### config.mk
export PLATFORM = sky130hd
export DESIGN_NAME = tri_phase_spwm
export DESIGN_NICKNAME = d
export VERILOG_FILES = /design/src/rtl/pwm_pkg.sv /design/src/rtl/pwm_carrier.sv /design/src/rtl/pwm_sine_ref.sv /design/src/rtl/pwm_deadband.sv /design/src/rtl/tri_phase_spwm.sv
export SDC_FILE = /design/constraint.sdc
export NUM_CORES = 1
export LEC_CHECK = 0
export BUFFER_PORTS_ARGS = -buffer_cell sky130_fd_sc_hd__clkbuf_2
export CAP_MARGIN = 10
export CORE_MARGIN = 2
export CORE_UTILIZATION = 40
export CTS_CLUSTER_DIAMETER = 30
export DETAILED_ROUTE_END_ITERATION = 10
export SYNTH_ARGS = -nofsm -noshare
export SYNTH_HDL_FRONTEND = slang
export SYNTH_SLANG_ARGS = --single-unit
export TNS_END_PERCENT = 50
### constraint.sdc
create_clock -name clk -period 18.8 [get_ports clk]
set_input_delay 3.76 -clock clk [delete_from_list [all_inputs] [get_ports clk]]
set_output_delay 3.76 -clock clk [all_outputs]
set_load 0.02 [all_outputs]
### src/rtl/pwm_pkg.sv
package pwm_pkg;

   // Integer rational sine approximation over a half turn of span h.
   // Returns scale * sin(pi*x/h) for 0 <= x <= h.
   function automatic longint sine_approx(input longint x, input longint h,
                                          input longint scale);
      longint p;
      p = x * (h - x);
      return (scale * 16 * p) / (5 * h * h - 4 * p);
   endfunction

   typedef struct packed {
      logic hi;
      logic lo;
   } leg_gate_t;

endpackage

### src/rtl/pwm_carrier.sv
module pwm_carrier #(
   parameter int HALF_TICKS = 25,
   localparam int CW = $clog2(HALF_TICKS + 1)
) (
   input  logic          clk,
   input  logic          rst,
   input  logic          tick,
   output logic [CW-1:0] count,
   output logic          at_peak
);

   logic rising;

   always_ff @(posedge clk) begin
      if (rst) begin
         count  <= '0;
         rising <= 1'b1;
      end else if (tick) begin
         if (rising) begin
            if (count == CW'(HALF_TICKS - 1)) rising <= 1'b0;
            count <= count + 1'b1;
         end else begin
            if (count == CW'(1)) rising <= 1'b1;
            count <= count - 1'b1;
         end
      end
   end

   assign at_peak = (count == CW'(HALF_TICKS));

endmodule

### src/rtl/pwm_sine_ref.sv
module pwm_sine_ref #(
   parameter int PHASE_W = 8,
   parameter int SINE_W  = 12,
   parameter int CW      = 5,
   localparam int KW = PHASE_W - 2,
   localparam int Q  = 2 ** KW,
   localparam int RW = CW + 2
) (
   input  logic [PHASE_W-1:0]   phase,
   input  logic [CW-1:0]        amp,
   output logic signed [RW-1:0] ref_level
);
   import pwm_pkg::*;

   logic [SINE_W:0] table_q [Q+1];

   for (genvar gi = 0; gi <= Q; gi++) begin : g_tab
      assign table_q[gi] = (SINE_W+1)'(sine_approx(gi, 2 * Q, 2 ** SINE_W));
   end

   logic [1:0]       quad;
   logic [KW-1:0]    idx_raw;
   logic [KW:0]      idx;
   logic [SINE_W:0]  mag_unit;
   logic [SINE_W+CW:0] prod;
   logic [CW-1:0]    scaled;

   assign quad     = phase[PHASE_W-1 -: 2];
   assign idx_raw  = phase[KW-1:0];
   assign idx      = quad[0] ? ((KW+1)'(Q) - {1'b0, idx_raw}) : {1'b0, idx_raw};
   assign mag_unit = table_q[idx];
   assign prod     = (SINE_W+CW+1)'(mag_unit) * (SINE_W+CW+1)'(amp);
   assign scaled   = CW'(prod >> SINE_W);
   assign ref_level = quad[1] ? -$signed({2'b00, scaled}) : $signed({2'b00, scaled});

endmodule

### src/rtl/pwm_deadband.sv
module pwm_deadband #(
   parameter int DEAD_W = 4
) (
   input  logic              clk,
   input  logic              rst,
   input  logic              tick,
   input  logic              demand,
   input  logic [DEAD_W-1:0] dead,
   output pwm_pkg::leg_gate_t gate
);

   logic              applied;
   logic [DEAD_W-1:0] remain;

   always_ff @(posedge clk) begin
      if (rst) begin
         applied <= 1'b0;
         remain  <= '0;
         gate    <= '0;
      end else if (tick) begin
         if (demand != applied) begin
            applied <= demand;
            remain  <= dead;
            gate.hi <= (dead == '0) & demand;
            gate.lo <= (dead == '0) & ~demand;
         end else if (remain != '0) begin
            remain  <= remain - 1'b1;
            gate.hi <= (remain == DEAD_W'(1)) & applied;
            gate.lo <= (remain == DEAD_W'(1)) & ~applied;
         end else begin
            gate.hi <= applied;
            gate.lo <= ~applied;
         end
      end
   end

endmodule

### src/rtl/tri_phase_spwm.sv
module tri_phase_spwm #(
   parameter int HALF_TICKS = 25,
   parameter int PHASE_W    = 8,
   parameter int AMP_W      = 8,
   parameter int SINE_W     = 12,
   parameter int DEAD_W     = 4
) (
   input  logic               clk,
   input  logic               rst,
   input  logic               tick,
   input  logic [AMP_W-1:0]   amp_in,
   input  logic [PHASE_W-1:0] phase_in,
   input  logic [DEAD_W-1:0]  dead_ticks,
   output logic [2:0]         gate_hi,
   output logic [2:0]         gate_lo
);
   import pwm_pkg::*;

   localparam int CW   = $clog2(HALF_TICKS + 1);
   localparam int RW   = CW + 2;
   localparam int LEGS = 3;

   if (HALF_TICKS < 2) begin : g_bad_half
      $error("HALF_TICKS must be at least 2");
   end
   if (PHASE_W < 4) begin : g_bad_phase
      $error("PHASE_W must be at least 4");
   end
   if (AMP_W < CW) begin : g_bad_amp
      $error("AMP_W must cover HALF_TICKS");
   end
   if (SINE_W < 4 || SINE_W > 24) begin : g_bad_sine
      $error("SINE_W out of range");
   end

   logic [CW-1:0]      count;
   logic               at_peak;
   logic [CW-1:0]      amp_lat;
   logic [PHASE_W-1:0] phase_lat;
   logic [CW-1:0]      amp_sat;
   logic signed [RW-1:0] carrier_lvl;

   pwm_carrier #(.HALF_TICKS(HALF_TICKS)) u_carrier (
      .clk(clk), .rst(rst), .tick(tick), .count(count), .at_peak(at_peak)
   );

   assign amp_sat = (amp_in >= AMP_W'(HALF_TICKS)) ? CW'(HALF_TICKS) : CW'(amp_in);

   always_ff @(posedge clk) begin
      if (rst) begin
         amp_lat   <= '0;
         phase_lat <= '0;
      end else if (tick && at_peak) begin
         amp_lat   <= amp_sat;
         phase_lat <= phase_in;
      end
   end

   assign carrier_lvl = $signed({1'b0, count, 1'b0}) - $signed(RW'(HALF_TICKS));

   for (genvar gl = 0; gl < LEGS; gl++) begin : g_leg
      localparam logic [PHASE_W-1:0] OFS = PHASE_W'((gl * (2 ** PHASE_W) + 1) / 3);
      logic [PHASE_W-1:0]   leg_phase;
      logic signed [RW-1:0] leg_ref;
      logic                 leg_demand;
      leg_gate_t            leg_gate;

      assign leg_phase = phase_lat + OFS;

      pwm_sine_ref #(.PHASE_W(PHASE_W), .SINE_W(SINE_W), .CW(CW)) u_ref (
         .phase(leg_phase), .amp(amp_lat), .ref_level(leg_ref)
      );

      assign leg_demand = (leg_ref > carrier_lvl);

      pwm_deadband #(.DEAD_W(DEAD_W)) u_dead (
         .clk(clk), .rst(rst), .tick(tick), .demand(leg_demand),
         .dead(dead_ticks), .gate(leg_gate)
      );

      assign gate_hi[gl] = leg_gate.hi;
      assign gate_lo[gl] = leg_gate.lo;
   end

endmodule

==> qor.yml, run 1 <==
synthesis:
  synth-simple-area-share: 0.260
  synth.area.top_cells: "fa_1, ha_1, dfxtp_1"
  yosys.area.top_type: "fa_1"
  netlist.area_leader.share: 0.143
  avgSynthCellArea_um2: 7.09
  ys_seq_area_frac: 0.0614
  synth_cells: 1841
  synth_compound_area_frac: 0.256
  synth_nets: 2083
  yosysWarningCount: 0
  synthAdderAreaFrac: 0.264
  ys_types: 96
  netlist_area_um2: 13000
  synth_edf_count: 0
  ys_seq_elements: 40
  synthTopCellsByCount: "nand2_1, nor2_1, inv_1"
  async_flop_share: 0
  ys.flop_type: "dfxtp_1"
  synth.most_common_cell: "nand2_1"
  muxShareOfSynthArea: 0.0204
  synth_xor_area_frac: 0.0519
  synth_top_family_by_area: "adder cells"
global_route:
  grtUsageTotal: 0.235
  antenna_found_initial: 0
  grt_pass1_wl_um: 66100
  grt_max_degree: 63
  grt_pass1_vias: 12900
  grt-ovfl-total: 0
critical_path:
  start_kind: "flip-flop"
  cp.arrival_ns: 11.67
  end_kind: "flip-flop"
  crit_required_ns: 18.96
  worstReg2RegStart: "phase_lat[0]"
  crit_slowest_cell: "ha_1"
  critical_path_class: "flip-flop to flip-flop"
  slowest_delay_ns: 1.00
  reg2regPathDepth: 36
  critical_path.max_fanout: 62
  critical_path.startpoint: "phase_lat[0]"
  worst_path_most_repeated_cell: "ha_1"
route:
  ant_nets: 0
  via_per_inst: 6.02
  vias: 13300
  dr.pass1.iters: 5
  drc: 0
  wl_met1_um: 17600
  wl_per_cell_um: 17.7
  met3_length_um: 2290
  wl_um: 39200
  dr.first_iter.drc_count: 1063
  wl_met2_um: 18200
  highest_layer: "met4"
flow_run:
  maxCapViolCount: 0
floorplanning:
  dieArea_um2: 34100
  coreArea_um2: 32300
  io_pins: 29
  rows: 66
  die_y_um: 185
  die_w_um: 185
  initial_core_util: 0.404
placement:
  place.gp.congestion: 0.926
  portBuffers: 28
  hpwl_um: 28400
  place_inst: 2209
layout:
  fin_cells: 2216
  sequential_cell_area_um2: 802
  fin_util: 0.423
  multi_input_area_um2: 11200
  nets: 2016
  drive_gt1_frac: 0.0643
  fillers: 3342
  syn_to_final_growth_pct: 4.74
  diodes: 0
min_path:
  hold_depth: 2
  hold_class: "flip-flop to flip-flop"
  min_from: "phase_lat[2]"
clock_network:
  cts_tree: "built"
  cts-root-buf: "clkbuf_16"
  clock-sinks: 40
  cts_inserted_buffers: 5
  cts_setup_buffers: 0
  ctsResizeCount: 0
  clockBufferDepth: 2
  path_clk_slew_ns: 0.06
  insertion_delay_ns: 0.29
  cts_hold_buf: 0
  htree_levels: 2
power_and_ir_drop:
  p_leak_nw: 5.94
  power_density_nw_per_um2: 17.7
  vdd_drop_max_mv: 0.0380
sta:
  drv_slew: 0
  hold_viol: 0
  worstMarginPinSlew_ns: 1.06
  finalSetupViolations: 0
  grt_setup_unrepaired: "false"
  fin_skew_ns: 0.00931
  period_needed_ns: 11.51
  fmax_mhz: 86.9
  setup_tns_ns: 0
  period_share: 0.612
  slew_headroom: 0.290
outcome:
  outcome: "complete, no violations"
-- cell families after synthesis --
kind of cell | count (synthesis)
AOI/OAI and AO/OA | 493
xor gates and xnor gates | 73
adders and majority gates | 220
buffers and inverters | 292
DFF | 40
muxes | 25
and+or+nand+nor | 698
-- registers in the layout (all words and copies together), names as in the netlist --
register / count
amp_lat: 5
g_leg.u_dead.applied: 3
g_leg.u_dead.gate: 6
g_leg.u_dead.remain: 12
phase_lat: 8
u_carrier.count: 5
u_carrier.rising: 1
-- per-stage QoR --
stage	setup slack [ns]	hold slack (ns)	area (µm²)	power [mW]
2_1_floorplan	9.26	0.479	13000	0.120
3_3_place_gp	7.61	0.446	13500	0.130
3_5_place_dp	7.52	0.455	13500	0.131
4_1_cts	7.45	0.464	13700	0.244
5_1_grt	6.28	0.489	13700	0.253
6_report	7.29	0.458	13700	0.242
-- layout make-up --
type,count,area share
Inverter,158,0.0434
Tap cell,442,0.0405
Timing Repair Buffer,60,0.0278
Clock inverter,2,0.00439
Multi-Input combinational cell,1509,0.816
Sequential cell,40,0.0587
Clock buffer,5,0.00916
-- critical path: cells and delay by family (launching register included) --
family	cells	cell delay, ns
buffers and inverters	3	1.11
AOI/OAI and AO/OA	12	2.81
muxes	1	0.22
xor gates and xnor gates	1	0.40
DFF	1	0.31
and+or+nand+nor	12	2.87
adders and majority gates	7	3.61
-- worst paths after layout --
check / to / slack, ns
min reg2reg: phase_lat[2] / 0.46
max: g_leg[1].u_dead.remain[1] / 7.29
max reg2reg: g_leg[1].u_dead.remain[1] / 7.29
min: phase_lat[2] / 0.46
-- where the power goes --
group	leakage, nW	internal (mW)	switching (mW)
registers	0.327	0.0884	0.00503
clock network	0.0899	0.0754	0.0372
logic	5.53	0.0150	0.0206
-- cells in the final DEF, fill, tap and decap left out, types with 12 or more instances in the layout --
cell | synthesis | routed
a2111oi_0 | 14 | 13
a211oi_1 | 40 | 40
a21o_1 | 22 | 22
a21oi_1 | 120 | 120
a221oi_1 | 16 | 16
a31oi_1 | 23 | 23
and2_1 | 63 | 63
buf_4 | 0 | 32
clkbuf_2 | 1 | 28
dfxtp_1 | 40 | 39
fa_1 | 93 | 93
ha_1 | 126 | 126
inv_1 | 154 | 154
mux2i_1 | 21 | 21
nand2_1 | 200 | 200
nand2b_1 | 18 | 18
nand3_1 | 43 | 43
nor2_1 | 169 | 169
nor2b_1 | 14 | 14
nor3_1 | 78 | 78
nor3b_1 | 15 | 15
nor4_1 | 19 | 18
o211ai_1 | 24 | 24
o21a_1 | 12 | 12
o21ai_0 | 98 | 98
o22ai_1 | 13 | 13
or2_2 | 12 | 12
or3_1 | 20 | 20
xnor2_1 | 55 | 53
xor2_1 | 13 | 13
-- per-layer routing --
layer  vias to the layer above  track usage
li1                       6377            -
met1                      6376        0.317
met2                       514        0.395
met3                        66       0.0196
met4                         0       0.0778
met5                         -            0
No activity file was read; power rests on OpenSTA's default activity.
==> inputs of run 2 (changes only) <==
==> constraint.sdc (replaced) <==
create_clock -name clk -period 10.97 [get_ports clk]
set_input_delay 2.194 -clock clk [delete_from_list [all_inputs] [get_ports clk]]
set_output_delay 2.194 -clock clk [all_outputs]
set_load 0.02 [all_outputs]
==> run 2 against run 1 <==
Sequential power rose by 71%. Highest routed layer unchanged. Wire length is 0.43% lower. Total power rose by 53%. Critical endpoint is now g_leg[1].u_dead.remain[0]. Die area stayed put. Clock-buffer cell count did not move. Clock power up 30%.
==> qor.yml, run 2 (synthesis gave the netlist of run 1 again) <==
sta:
  period_share: 0.948
  period_needed_ns: 10.40
  fmax_mhz: 96.2
  worstMarginPinSlew_ns: 0.977
  slew_headroom: 0.349
  finalSetupViolations: 0
  fin_skew_ns: 0.00525
  hold_viol: 0
  drv_slew: 0
  grt_setup_unrepaired: "false"
  setup_tns_ns: 0
route:
  dr.pass1.iters: 6
  dr.first_iter.drc_count: 1294
  via_per_inst: 6.03
  drc: 0
  wl_um: 39000
  wl_per_cell_um: 17.5
  ant_nets: 0
  vias: 13400
critical_path:
  critical_path.max_fanout: 12
  start_kind: "flip-flop"
  critical_path_class: "flip-flop to flip-flop"
  crit_required_ns: 11.14
  crit_slowest_cell: "fa_1"
  end_kind: "flip-flop"
  slowest_delay_ns: 0.55
  cp.arrival_ns: 10.57
layout:
  diodes: 0
  layout.cells.most_common_list: "nand2_1, nor2_1, inv_1, ha_1, a21oi_1"
  fillers: 3342
  syn_to_final_growth_pct: 5.60
  drive_gt1_frac: 0.0766
  nets: 2031
  regMostFlops: "g_leg.u_dead.remain"
  final_common_cell: "nand2_1"
  final_cell_area_um2: 13800
  reg.largest.list: "g_leg.u_dead.remain x12, phase_lat x8, g_leg.u_dead.gate x6"
  largest_reg_flops: 12
placement:
  placed_area_um2: 13600
  portBuffers: 28
  hpwl_um: 29200
  place.gp.congestion: 0.882
clock_network:
  cts_hold_buf: 0
  clockBufferDepth: 2
  clock-sinks: 40
  path_clk_slew_ns: 0.06
  insertion_delay_ns: 0.29
  cts-root-buf: "clkbuf_16"
  htree_levels: 2
  cts_inserted_buffers: 5
  cts_tree: "built"
global_route:
  grtUsageTotal: 0.230
  grt_max_degree: 61
  grt_pass1_wl_um: 64700
  grt-ovfl-total: 0
  grt_pass1_vias: 12900
  antenna_found_initial: 0
floorplanning:
  die_y_um: 185
  die_w_um: 185
  initial_core_util: 0.404
  rows: 66
  io_pins: 29
  dieArea_um2: 34100
  coreArea_um2: 32300
power_and_ir_drop:
  power_density_nw_per_um2: 26.8
  p_leak_nw: 6.01
  vdd_drop_max_mv: 0.0608
flow_run:
  maxCapViolCount: 0
outcome:
  outcome: "complete, no violations"
min_path:
  hold_class: "flip-flop to flip-flop"
run 2: cell count changes in the layout (fill, tap and decap cells not counted), moves of 2 or more:
cell,previous run,this run
buf_4,32,47
bufinv_16,2,0
ha_1,126,124
ha_2,0,2
xnor2_1,53,51
run 2: repair_timing:
action,4_1_cts,5_1_grt
endpoints found under the setup margin,0,8
resized for setup,0,9
endpoints found under the hold margin,0,0
buffers inserted,0,1
run 2: critical path: cells and delay by family, from the launching register on:
family | cells | cell delay (ns)
adders and majority gates | 7 | 2.90
and+or+nand+nor | 11 | 2.73
xor gates and xnor gates | 1 | 0.39
muxes | 1 | 0.22
AOI/OAI and AO/OA | 14 | 3.26
DFF | 1 | 0.49
buffers and inverters | 2 | 0.30
run 2: metal layers:
| layer | wire (µm) | track usage |
|---|---|---|
| met5 | 0 | 0 |
| met4 | 1220 | 0.0826 |
| met3 | 2370 | 0.0198 |
| met2 | 17800 | 0.378 |
| met1 | 17600 | 0.315 |
run 2: worst paths after layout:
kind | from | endpoint | slack [ns] | depth (start not counted)
setup reg to reg | phase_lat[1] | g_leg[1].u_dead.remain[0] | 0.57 | 36
hold reg to reg | g_leg[1].u_dead.gate[1] | g_leg[1].u_dead.gate[1] | 0.48 | 2
setup / recovery | phase_lat[1] | g_leg[1].u_dead.remain[0] | 0.57 | 36
hold / removal | g_leg[1].u_dead.gate[1] | g_leg[1].u_dead.gate[1] | 0.48 | 2
run 2: final cells by class:
type / count / area, µm² / area share
Inverter: 158 / 593 / 0.0430
Tap cell: 442 / 553 / 0.0401
Clock inverter: 2 / 12.5 / 0.000908
Multi-Input combinational cell: 1509 / 11200 / 0.813
Clock buffer: 5 / 125 / 0.00908
Sequential cell: 40 / 802 / 0.0582
Timing Repair Buffer: 75 / 493 / 0.0358
run 2: metrics by stage:
stage	std cells	utilization	setup slack [ns]	total power, mW	hold WS [ns]
final	2231	0.427	0.571	0.370	0.479
after detailed placement	2223	0.421	0.350	0.225	0.466
after floorplan	1841	-	1.43	0.206	0.479
after CTS	2230	0.425	0.328	0.373	0.477
after global placement	2223	0.421	0.507	0.224	0.458
after global routing	2231	0.427	0.00799	0.389	0.493
run 2: where the power goes:
part | switching (mW) | leakage (nW) | internal [mW] | total [mW]
Combinational | 0.0363 | 5.61 | 0.0264 | 0.0627
Sequential | 0.00871 | 0.327 | 0.152 | 0.160
Clock | 0.0642 | 0.0657 | 0.0827 | 0.147
Total | 0.109 | 6.01 | 0.261 | 0.370
